==> config.mk <==
export PLATFORM = sky130hd
export DESIGN_NAME = desc_ring_rdma
export DESIGN_NICKNAME = d
export VERILOG_FILES = /design/src/rtl/dring_pkg.sv /design/src/rtl/dring_ptr.sv /design/src/rtl/dring_stat.sv /design/src/rtl/dring_seq.sv /design/src/rtl/desc_ring_rdma.sv
export SDC_FILE = /design/constraint.sdc
export NUM_CORES = 1
export LEC_CHECK = 0
export BUFFER_PORTS_ARGS = -buffer_cell sky130_fd_sc_hd__buf_4
export CAP_MARGIN = 20
export CORE_UTILIZATION = 30
export CTS_BUF_LIST = sky130_fd_sc_hd__clkbuf_4
export DETAILED_ROUTE_END_ITERATION = 10
export SLEW_MARGIN = 20
export SYNTH_ARGS = -nofsm -noshare
export SYNTH_HDL_FRONTEND = slang
export SYNTH_SLANG_ARGS = --single-unit
==> constraint.sdc <==
create_clock -name clk -period 17.35 [get_ports clk]
set_input_delay 2.6025 -clock clk [delete_from_list [all_inputs] [get_ports clk]]
set_output_delay 2.6025 -clock clk [all_outputs]
set_load 0.01 [all_outputs]
==> src/rtl/dring_pkg.sv <==
package dring_pkg;

    localparam int DADDR_W = 54;
    localparam int DLEN_W  = 24;
    localparam int PTR_W   = 8;
    localparam int TBL_W   = PTR_W - 1;
    localparam int DESC_W  = 128;

    typedef struct packed {
        logic [DADDR_W-1:0] dest;
        logic               ioc;
        logic [DLEN_W-1:0]  len;
        logic               eot;
    } desc_t;

    typedef enum logic [2:0] {
        S_IDLE,
        S_FETCH,
        S_XFER,
        S_EOF,
        S_DRAIN
    } seq_st_t;

    function automatic desc_t desc_unpack(input logic [DESC_W-1:0] w);
        desc_t d;
        d.dest = w[53:0];
        d.ioc  = w[63];
        d.len  = w[87:64];
        d.eot  = w[88];
        return d;
    endfunction

    function automatic logic [PTR_W-1:0] ptr_next(input logic [PTR_W-1:0] p,
                                                  input logic [TBL_W-1:0] dm1);
        if (p[TBL_W-1:0] >= dm1)
            return {~p[PTR_W-1], {TBL_W{1'b0}}};
        return p + PTR_W'(1);
    endfunction

endpackage

==> src/rtl/dring_ptr.sv <==
module dring_ptr
    import dring_pkg::*;
(
    input  logic             clk,
    input  logic             rst,
    input  logic             adv,
    input  logic [TBL_W-1:0] depth_m1,
    input  logic [PTR_W-1:0] sw_wr_ptr,
    output logic [PTR_W-1:0] rd_ptr,
    output logic             empty
);

    always_ff @(posedge clk) begin
        if (rst)
            rd_ptr <= '0;
        else if (adv)
            rd_ptr <= ptr_next(rd_ptr, depth_m1);
    end

    assign empty = (rd_ptr == sw_wr_ptr);

    // pointer moves only on an end-of-frame advance
    a_r3_ptr_hold: assert property (@(posedge clk) disable iff (rst)
        !adv |=> $stable(rd_ptr));

endmodule

==> src/rtl/dring_stat.sv <==
module dring_stat (
    input  logic       clk,
    input  logic       rst,
    input  logic       eof_evt,
    input  logic       drop_evt,
    input  logic       eof_en,
    input  logic [1:0] sts_clr,
    output logic       eof_sts,
    output logic       ovf_sts,
    output logic       irq
);

    always_ff @(posedge clk) begin
        if (rst) begin
            eof_sts <= 1'b0;
            ovf_sts <= 1'b0;
            irq     <= 1'b0;
        end else begin
            irq <= eof_evt & eof_en;
            if (eof_evt)
                eof_sts <= 1'b1;
            else if (sts_clr[0])
                eof_sts <= 1'b0;
            if (drop_evt)
                ovf_sts <= 1'b1;
            else if (sts_clr[1])
                ovf_sts <= 1'b0;
        end
    end

    // interrupt pulse always comes with the status bit
    a_r8_irq_has_sts: assert property (@(posedge clk) disable iff (rst)
        irq |-> eof_sts);

    // an uncontested clear empties the end-of-frame status
    a_r11_clear: assert property (@(posedge clk) disable iff (rst)
        (sts_clr[0] && !eof_evt) |=> !eof_sts);

endmodule

==> src/rtl/dring_seq.sv <==
module dring_seq
    import dring_pkg::*;
#(
    parameter int BASE_W = 64,
    parameter int ENT_W  = 8
) (
    input  logic                clk,
    input  logic                rst,
    input  logic                ring_empty,
    input  logic [TBL_W-1:0]    tbl,
    input  logic [BASE_W-1:0]   cfg_base,
    input  logic [ENT_W-1:0]    cfg_ents_m1,
    output logic                desc_req,
    output logic [BASE_W-1:0]   desc_addr,
    input  logic                desc_vld,
    input  logic [DESC_W-1:0]   desc_data,
    input  logic                pl_valid,
    input  logic                pl_last,
    output logic                pl_ready,
    output logic                wr_cmd_valid,
    output logic [DADDR_W-1:0]  wr_cmd_addr,
    output logic [DLEN_W-1:0]   wr_cmd_len,
    output logic                ent_irq,
    output logic                ptr_adv,
    output logic                drop_evt
);

    localparam int IDX_W = TBL_W + ENT_W + 2;

    seq_st_t             st;
    desc_t               cur;
    desc_t               fd;
    logic [ENT_W-1:0]    ent_idx;
    logic [DLEN_W-1:0]   placed;
    logic                drop_pend;
    logic [ENT_W:0]      ents;
    logic [IDX_W-1:0]    idx;
    logic                exhaust;
    logic                tbl_last;
    logic                unused_desc_bits;

    assign ents      = {1'b0, cfg_ents_m1} + (ENT_W+1)'(1);
    assign idx       = IDX_W'(tbl) * IDX_W'(ents) + IDX_W'(ent_idx);
    assign desc_addr = cfg_base + BASE_W'({idx, 4'b0000});
    assign desc_req  = (st == S_FETCH);
    assign pl_ready  = (st == S_XFER) || (st == S_DRAIN);
    assign ptr_adv   = (st == S_EOF);
    assign drop_evt  = (st == S_DRAIN) && pl_valid;

    assign fd       = desc_unpack(desc_data);
    assign exhaust  = (placed + DLEN_W'(1)) == cur.len;
    assign tbl_last = cur.eot || (ent_idx == cfg_ents_m1);

    assign unused_desc_bits = ^{desc_data[127:89], desc_data[62:54]};

    always_ff @(posedge clk) begin
        if (rst) begin
            st           <= S_IDLE;
            cur          <= '0;
            ent_idx      <= '0;
            placed       <= '0;
            drop_pend    <= 1'b0;
            wr_cmd_valid <= 1'b0;
            wr_cmd_addr  <= '0;
            wr_cmd_len   <= '0;
            ent_irq      <= 1'b0;
        end else begin
            wr_cmd_valid <= 1'b0;
            ent_irq      <= 1'b0;
            case (st)
                S_IDLE: begin
                    if (!ring_empty && pl_valid) begin
                        ent_idx   <= '0;
                        drop_pend <= 1'b0;
                        st        <= S_FETCH;
                    end
                end
                S_FETCH: begin
                    if (desc_vld) begin
                        cur    <= fd;
                        placed <= '0;
                        if (fd.len != '0) begin
                            st <= S_XFER;
                        end else if (fd.eot || ent_idx == cfg_ents_m1) begin
                            drop_pend <= 1'b1;
                            st        <= S_EOF;
                        end else begin
                            ent_idx <= ent_idx + ENT_W'(1);
                        end
                    end
                end
                S_XFER: begin
                    if (pl_valid) begin
                        placed <= placed + DLEN_W'(1);
                        if (pl_last || exhaust) begin
                            wr_cmd_valid <= 1'b1;
                            wr_cmd_addr  <= cur.dest;
                            wr_cmd_len   <= placed + DLEN_W'(1);
                            ent_irq      <= cur.ioc;
                            if (pl_last) begin
                                st <= S_EOF;
                            end else if (tbl_last) begin
                                drop_pend <= 1'b1;
                                st        <= S_EOF;
                            end else begin
                                ent_idx <= ent_idx + ENT_W'(1);
                                st      <= S_FETCH;
                            end
                        end
                    end
                end
                S_EOF: begin
                    st <= drop_pend ? S_DRAIN : S_IDLE;
                end
                S_DRAIN: begin
                    if (pl_valid && pl_last)
                        st <= S_IDLE;
                end
                default: st <= S_IDLE;
            endcase
        end
    end

    // a pending fetch keeps its request and address
    a_r4_req_hold: assert property (@(posedge clk) disable iff (rst)
        (desc_req && !desc_vld) |=> (desc_req && $stable(desc_addr)));

    // an empty ring keeps the sequencer idle
    a_r5_empty_idle: assert property (@(posedge clk) disable iff (rst)
        (st == S_IDLE && ring_empty) |=> (st == S_IDLE));

    // a command never exceeds the length of its descriptor
    a_r6_len_bound: assert property (@(posedge clk) disable iff (rst)
        wr_cmd_valid |-> (wr_cmd_len != '0 && wr_cmd_len <= cur.len));

endmodule

==> src/rtl/desc_ring_rdma.sv <==
module desc_ring_rdma
    import dring_pkg::*;
#(
    parameter int BASE_W = 64,
    parameter int ENT_W  = 8
) (
    input  logic               clk,
    input  logic               rst,
    input  logic [BASE_W-1:0]  cfg_ring_base,
    input  logic [6:0]         cfg_depth_m1,
    input  logic [ENT_W-1:0]   cfg_ents_m1,
    input  logic [7:0]         sw_wr_ptr,
    input  logic               eof_int_en,
    input  logic [1:0]         sts_clr,
    output logic               desc_req,
    output logic [BASE_W-1:0]  desc_addr,
    input  logic               desc_vld,
    input  logic [127:0]       desc_data,
    input  logic               pl_valid,
    input  logic               pl_last,
    output logic               pl_ready,
    output logic               wr_cmd_valid,
    output logic [53:0]        wr_cmd_addr,
    output logic [23:0]        wr_cmd_len,
    output logic               ent_irq,
    output logic [7:0]         hw_rd_ptr,
    output logic               eof_sts,
    output logic               ovf_sts,
    output logic               eof_irq
);

    logic ring_empty;
    logic ptr_adv;
    logic drop_evt;

    dring_ptr u_ptr (
        .clk       (clk),
        .rst       (rst),
        .adv       (ptr_adv),
        .depth_m1  (cfg_depth_m1),
        .sw_wr_ptr (sw_wr_ptr),
        .rd_ptr    (hw_rd_ptr),
        .empty     (ring_empty)
    );

    dring_seq #(
        .BASE_W (BASE_W),
        .ENT_W  (ENT_W)
    ) u_seq (
        .clk          (clk),
        .rst          (rst),
        .ring_empty   (ring_empty),
        .tbl          (hw_rd_ptr[TBL_W-1:0]),
        .cfg_base     (cfg_ring_base),
        .cfg_ents_m1  (cfg_ents_m1),
        .desc_req     (desc_req),
        .desc_addr    (desc_addr),
        .desc_vld     (desc_vld),
        .desc_data    (desc_data),
        .pl_valid     (pl_valid),
        .pl_last      (pl_last),
        .pl_ready     (pl_ready),
        .wr_cmd_valid (wr_cmd_valid),
        .wr_cmd_addr  (wr_cmd_addr),
        .wr_cmd_len   (wr_cmd_len),
        .ent_irq      (ent_irq),
        .ptr_adv      (ptr_adv),
        .drop_evt     (drop_evt)
    );

    dring_stat u_stat (
        .clk      (clk),
        .rst      (rst),
        .eof_evt  (ptr_adv),
        .drop_evt (drop_evt),
        .eof_en   (eof_int_en),
        .sts_clr  (sts_clr),
        .eof_sts  (eof_sts),
        .ovf_sts  (ovf_sts),
        .irq      (eof_irq)
    );

endmodule

Yosys cells after proc, flatten, opt, wreduce, memory -nomap -nowiden
Index checks and enable logic that the tools add are counted.
Widths: inputs -> output; s select.

cells by class
  add/subtract/negate cells = 6
  multipliers = 1
  div/mod/pow operators = 0
  magnitude comparators = 1
  equal/unequal tests = 19
  shift operators = 0
  multiplexer cells = 42
  bitwise logic cells = 5
  reduce and logical (&&, ||, !) cells = 22

operator list
  kind                   count
  $mux 8                 10
  $add 64x21->64         1
  $mux 24                2
  $pmux 24 s2            1
  $mux 3                 9
  $add 24x1->24 const B  1
  $eq 24x24->1           1
  $pmux 8 s3             1
  $reduce_bool 24->1     1
  $reduce_and 9->1       2
  $add 16x8->17          1
  $add 8x1->8 const B    2
  $eq 8x8->1             2
  $mul 7x9->16           1
  $mux 1                 16
  $pmux 3 s5             1
  $ne 2x2->1 const B     7
  $add 8x1->9 const B    1
  $ne 2x1->1 const B     4
  $ge 7x7->1             1
  $eq 3x2->1 const B     2
  $reduce_and 3->1       2
  $reduce_and 6->1       1
  $reduce_bool 2->1      3
  15 further kinds       23

storage, ports and cells
  register bits after elaboration = 207
  bits in latches = 0
  RAM bits = 0
  ROM bits = 0
  output and inout port bits = 157
  memories kept = 0

Longest topological paths before layout
Gate-level depths: netlist of run 1.

  depth in word-level cells = 7
  mapped depth = 31
  depth with buffers taken out = 28

Cells and area by module
Synthesis of run 1 repeated with hierarchy kept, for this count alone.

unflattened totals
  cell total of the unflattened synthesis = 1,769
  area, all modules = 14,102.3 um^2

modules (own cells, without submodules)
  module      instances  cells each  area an instance (um^2)  seq. area each (um^2)
  dring_seq   1          1,689       13,399.1                 3,923.8
  dring_ptr   1          69          605.6                    160.2
  dring_stat  1          11          97.6                     60.1

Worst setup path after synthesis of run 1
OpenSTA, ideal clock, no wires.

  kind = input-to-output
  start = in cfg_ents_m1[0]
  end = out desc_addr[48]
  data arrival time = 8.951 ns
  data required time = 14.747 ns
  setup slack = 5.796 ns
  cell stages on the path = 29
  path buffers = 3
  cell sequence = clkbuf_1 and3_1 nand3_1 xor2_1 nor2b_1 fa_1 inv_1 fa_1 inv_1 fa_1 inv_1 fa_1 inv_1 ha_1 o21a_1 o311a_1 o31ai_1 o21bai_1 a21oi_1 xnor2_1 ha_1 clkbuf_1 nand4_1 o21ai_0 nand3_1 o311ai_0 clkbuf_1 nand4_1 xnor2_1

between the ends
  cells in the longest elaborated chain, start to end = 4

RTL lines
  item            RTL line              RTL
  from (decl)     desc_ring_rdma.sv:11  input logic [ENT_W-1:0] cfg_ents_m1,
  $add 8x1->9     dring_seq.sv:42       assign ents = {1'b0, cfg_ents_m1} + (ENT_W+1)'(1);
  $mul 7x9->16    dring_seq.sv:43       assign idx = IDX_W'(tbl) * IDX_W'(ents) + IDX_W'(ent_idx);
  $add 16x8->17   dring_seq.sv:43
  $add 64x21->64  dring_seq.sv:44       assign desc_addr = cfg_base + BASE_W'({idx, 4'b0000});
  to (decl)       desc_ring_rdma.sv:16  output logic [BASE_W-1:0] desc_addr,

Every way passes these cells.

Worst setup path after layout of run 1
  start = in cfg_ents_m1[0]
  end = out desc_addr[57]

The elaborated chain is that of the path after synthesis.

==> results of run 1 <==
tightest hold or removal path, stage by stage (launching register included):
cell	delay, ps
dfxtp_1	310
nand2_1	50
a21oi_1	50
layout by cell type, fill, tap and decap left out, drive strengths merged, types with 18 or more instances in the layout:
cell,netlist,layout
a211oi,24,24
a21o,18,18
a21oi,218,218
and2,35,35
and3,30,30
buf,33,334
clkbuf,95,71
dfxtp,207,207
fa,43,43
ha,70,70
inv,78,81
nand2,233,233
nand2b,18,18
nand3,95,95
nand4,40,40
nor2,87,87
nor2b,22,22
nor3,22,22
nor4,20,20
o21ai,89,89
xnor2,98,98
xor2,35,35
sequential cells by signal, indices dropped and copies added (netlist names):
name and count:
u_seq.st 3, u_seq.ent_idx 8, u_seq.wr_cmd_addr 54, u_stat.ovf_sts 1, u_seq.wr_cmd_len 24, u_seq.drop_pend 1
u_ptr.rd_ptr 8, u_stat.eof_sts 1, u_seq.cur 80, u_seq.ent_irq 1, u_stat.irq 1, u_seq.placed 24
u_seq.wr_cmd_valid 1
metal layers:
metal  part of all wire, %  GRT usage [%]  up-vias
met5                     0              0        -
met4                   3.3          6.832        0
met3                   3.9          2.241       84
met2                    49          29.29      351
met1                    44          22.89     6286
li1                      -              -     6552
power groups by stage:
stage          registers, mW  logic [mW]  clock network, mW
2_1_floorplan          0.518       0.146                  0
3_3_place_gp           0.522       0.241                  0
3_5_place_dp           0.523       0.244                  0
4_1_cts                0.512       0.245              0.427
5_1_grt                0.515       0.268              0.450
6_report               0.512       0.244              0.409
cells in the mapped netlist, types with 19 or more instances:
cell	n	area, µm²
nand3_1	95	475.5
inv_1	78	292.8
clkbuf_1	94	352.8
nor3_1	21	105.1
a21oi_1	217	1086
nor2b_1	22	137.6
nor4_1	19	118.9
nor2_1	87	326.6
o21ai_0	88	440.4
and3_1	30	187.7
fa_1	43	860.8
and2_1	34	212.7
nand4_1	38	237.7
dfxtp_1	207	4144
a211oi_1	23	172.7
nand2_1	233	874.6
ha_1	70	875.8
xnor2_1	98	858.3
xor2_1	35	306.5
cell families (layout without fill, tap and decap cells):
| logic type | count (synthesis) | in the layout |
|---|---|---|
| flops | 207 | 207 |
| xor+xnor | 138 | 138 |
| fa+ha+maj | 113 | 113 |
| simple gates | 649 | 649 |
| mux | 5 | 5 |
| buf+inv | 207 | 501 |
| compound gates | 415 | 415 |
| other cells | 0 | 1 |
path summary, 6_finish.rpt:
check	depth (start not counted)	from	endpoint
min reg2reg	2	u_seq.cur[40]	u_seq.cur[40]
max	25	cfg_ents_m1[0]	desc_addr[57]
min	2	u_seq.cur[40]	u_seq.cur[40]
max reg2reg	11	u_seq.placed[0]	u_seq.ent_idx[0]
cell type report:
class	count	area (µm²)
Tap cell	592	740.7
Clock inverter	17	106.4
Multi-Input combinational cell	1320	8701
Antenna cell	1	2.502
Clock buffer	71	533.0
Inverter	79	296.5
Sequential cell	207	4144
Fill cell	4675	27570
Timing Repair Buffer	334	2511
stage by stage:
step                      instances  area (µm²)  hold slack [ps]  util, %
final                          2621       17040            453.4    38.19
after global routing           2621       17040            472.7    38.19
after CTS                      2620       17030            454.6    38.18
after detailed placement       2532       16390            446.5    36.75
after global placement         2532       16390            437.5    36.75
after floorplan                1734       13700            429.6        -
==> results_dict.tcl, run 1 <==
set metrics [dict create \
    status "completed" \
    critical_path_class "input pin to output pin" \
    ctsHtreeMaxLevel 2 \
    max-slew-margin-rel_pct 30.83 \
    vdd_drop_max_mv 0.05796 \
    synth_top_family_by_area "simple AND/OR/NAND/NOR gates" \
    synthAdderAreaFrac_pct 12.68 \
    combinationalPowerShare_pct 21.0 \
    end_kind "output pin" \
    critPathBufInv 4 \
    worstPathArrival_ps 9880 \
    critical_path_peak_fanout 16 \
    first_global_vias 12470 \
    synth-seq-cells 207 \
    async_flop_share_pct 0 \
    p_per_area_nw_per_um2 68.43 \
    die_y_um 215.7 \
    tns_ps 0 \
    setup_viol 0 \
    syn2layout_area_growth_pct 24.34 \
    cts_buffer_depth 3 \
    grt_first_pass_wirelength_um 66690 \
    via_per_inst 5.064 \
    path_common_cell "fa_1" \
    setup_slack_ps 4866 \
    synth_simple_gate_area_share_pct 23.46 \
    p_total_mw 1.166 \
    ant_nets 0 \
    core_um2 44610 \
    nets 2332 \
    drc 0 \
    drive_above_1_share_pct 21.50 \
    swShare_pct 31.36 \
    synthXorXnorAreaFrac_pct 9.324 \
    fin_crit_ps 12480 \
    dieArea_um2 46530 \
    io_buffers 323 \
    initial_utilization_pct 30.71 \
    dpl_worst_slack_ps 4955 \
    post_drt_wl_per_cell_um 16.29 \
    antenna_found_initial 1 \
    io-pin-count 380 \
    clk-insertion-delay-late_ps 750 \
    track_usage_pct 17.54 \
    synth_ff_type "dfxtp_1" \
    synthesis.area_um2 13700 \
    maxSlewViolCount 0 \
    ctsHoldBuffers 0 \
    hold_violations 0 \
    drtPass1Iterations 5 \
    cts.sinks 207 \
    cp_data_required_time_ps 14750 \
    gp_congestion 0.8853 \
    crit_family "adder cells" \
    grt_max_degree 108 \
    grt-ovfl-total 0 \
    synth_mux_area_share_pct 0.3744 \
    internal_power_mw 0.8002 \
    vias 13270 \
    drtIter0Drc 836 \
    dp_hpwl_um 30960 \
    post_cts_resized 0 \
    cpPeakStageDelay_ps 570 \
    power_switching_mw 0.3656 \
    seq_power_share_pct 43.9 \
    routed_wl_um 42700 \
    ys_seq_area_share_pct 30.25 \
    cts.clk_slew.worst_paths_ps 60 \
    crit_path_start_kind "input pin" \
    synth_compound_area_share_pct 17.47 \
    cts_buffers 54 \
    rsz0062_at_grt "no" \
    tightestPinTransition_ps 1038 \
    drv_cap 0 \
    synth-edff-count 0 \
    fmax_ghz 0.08011 \
    cp_slowest_cell "fa_1" \
    hp-class "flip-flop to flip-flop" \
    cellLeakagePower_nw 7.204 \
    period_share_pct 71.95 \
    synth_cells 1734 \
    synth_nets 2070 \
    die_x_um 215.7 \
    clkPwrFrac_pct 35.1 \
    r2r_slack_ps 12190 \
    rows 77 \
    yosys_warnings 0 \
    syn_area_per_cell_um2 7.901 \
    cts-root-buf "clkbuf_4" \
    synth.distinct_cells 73 \
    cts_tree "built" \
    post_cts_buffers 0 \
    fin_skew_ps 106.4 \
]
Power figures use the tool's default switching activity.
==> inputs of run 2 (changes only) <==
clock period = 12.7 ns   (was 17.35 ns; I/O delays follow)
==> run 2 against run 1 <==
  * Sequential share of layout area about the same
  * Via count decreased by 0.22%
  * Sequential cell count unchanged
  * Core utilization about the same
  * Hold slack got worse by 27 ps
  * Setup slack got worse by 3300 ps
  * Combinational power increased by 36%
  * Critical path type unchanged
  * Largest cell class unchanged
==> results_dict.tcl, run 2 (synthesized netlist as in run 1, its figures left out) <==
set metrics [dict create \
    status "completed" \
    drive_above_1_share_pct 21.32 \
    fmax_ghz 0.09005 \
    ant_nets 0 \
    tightestPinTransition_ps 1042 \
    placed_area_um2 16390 \
    cp_data_required_time_ps 10800 \
    clk-insertion-delay-late_ps 720 \
    routed_wl_um 42560 \
    mostFrequentLayoutCells "333 x buf_4, 232 x nand2_1, 217 x a21oi_1" \
    vias 13240 \
    via_per_inst 5.061 \
    post_cts_buffers 0 \
    p_total_mw 1.590 \
    io_buffers 323 \
    top_regs "u_seq.cur x80, u_seq.wr_cmd_addr x54" \
    drc 0 \
    initial_utilization_pct 30.71 \
    worstPathArrival_ps 9200 \
    maxSlewViolCount 0 \
    p_per_area_nw_per_um2 93.36 \
    post_cts_resized 0 \
    final_util_pct 38.18 \
    internal_power_mw 1.103 \
    end_kind "output pin" \
    swShare_pct 30.64 \
    die_x_um 215.7 \
    cts_buffers 52 \
    antenna_found_initial 1 \
    max-slew-margin-rel_pct 30.44 \
    cts_buffer_depth 3 \
    cellLeakagePower_nw 7.190 \
    rows 77 \
    fin_skew_ps 97.45 \
    gp_congestion 0.8876 \
    drv_cap 0 \
    drtIter0Drc 810 \
    critical_path_peak_fanout 16 \
    core_um2 44610 \
    io-pin-count 380 \
    cts.clk_slew.worst_paths_ps 60 \
    drtPass1Iterations 5 \
    hold_violations 0 \
    dpl_worst_slack_ps 1624 \
    first_global_vias 12370 \
    ctsHoldBuffers 0 \
    syn2layout_area_growth_pct 24.29 \
    regArea_um2 4144 \
    power_switching_mw 0.4871 \
    post_drt_wl_per_cell_um 16.26 \
    vdd_drop_max_mv 0.07420 \
    cts.sinks 207 \
    track_usage_pct 17.35 \
    tns_ps 0 \
    largest_reg_flops 80 \
    grt-ovfl-total 0 \
    cts_tree "built" \
    dieArea_um2 46530 \
    finish.instance_area_um2 17030 \
    dp_hpwl_um 30920 \
    clkPwrFrac_pct 35.0 \
    rsz0062_at_grt "no" \
    setup_slack_ps 1595 \
    fin_crit_ps 11110 \
    final_common_cell "buf_4" \
    die_y_um 215.7 \
    grt_first_pass_wirelength_um 66120 \
    nets 2330 \
    largest-register "u_seq.cur" \
    hp-class "flip-flop to flip-flop" \
    cts-root-buf "clkbuf_4" \
    setup_viol 0 \
    grt_max_degree 128 \
    fill_cells 4597 \
    combinationalPowerShare_pct 20.9 \
    seq_power_share_pct 44.0 \
    ctsHtreeMaxLevel 2 \
    crit_path_start_kind "input pin" \
    period_share_pct 87.44 \
    critical_path_class "input pin to output pin" \
    multi_input_area_um2 8701 \
]
## run 2: power groups by stage
stage	Clock, mW	Sequential (mW)	Combinational, mW
global route	0.612	0.703	0.364
floorplan	0	0.708	0.199
finish	0.557	0.700	0.333
CTS	0.578	0.700	0.335
detailed placement	0	0.714	0.333
global placement	0	0.713	0.329
## run 2: worst paths after layout
check,cells past startpoint,end,slack [ps],start
max,25,desc_addr[49],1590,cfg_ents_m1[0]
min,2,u_seq.wr_cmd_addr[7],430,u_seq.cur[33]
max reg2reg,11,u_seq.ent_idx[0],7580,u_seq.placed[0]
min reg2reg,2,u_seq.wr_cmd_addr[7],430,u_seq.cur[33]
## run 2: layer usage
metal  vias to the layer above  track usage [%]  routed length (µm)
li1                       6545                -                   -
met1                      6278            22.75               18740
met2                       335            28.98               20710
met3                        86            2.213                1730
met4                         0            6.383                1381
met5                         -                0                   0
## run 2: metrics by stage
step,std cells,hold WS [ps]
after floorplan,1734,429.6
after global placement,2532,438.3
after detailed placement,2532,446.5
after CTS,2614,441.6
after global routing,2617,466.0
final,2617,426.8
## run 2: final cells by class
type | instances | area share, %
Multi-Input combinational cell | 1320 | 51.09
Timing Repair Buffer | 334 | 14.75
Inverter | 79 | 1.741
Clock buffer | 69 | 3.042
Antenna cell | 3 | 0.04409
Tap cell | 592 | 4.350
Clock inverter | 13 | 0.6466
Sequential cell | 207 | 24.34
## run 2: worst max-delay path, cell delays in order
cell	delay, ps
buf_4	170
ha_1	200
nand3_1	120
nor2_1	180
xor2_1	530
and2_1	230
fa_1	430
fa_1	470
fa_1	550
inv_1	60
fa_1	530
inv_1	40
ha_1	340
or2_2	310
o311a_1	150
o31ai_1	400
xnor2_1	180
ha_1	380
nand2_1	100
nor4_1	550
o2111ai_1	220
nand2b_1	570
nand4_1	200
xnor2_1	230
buf_4	160
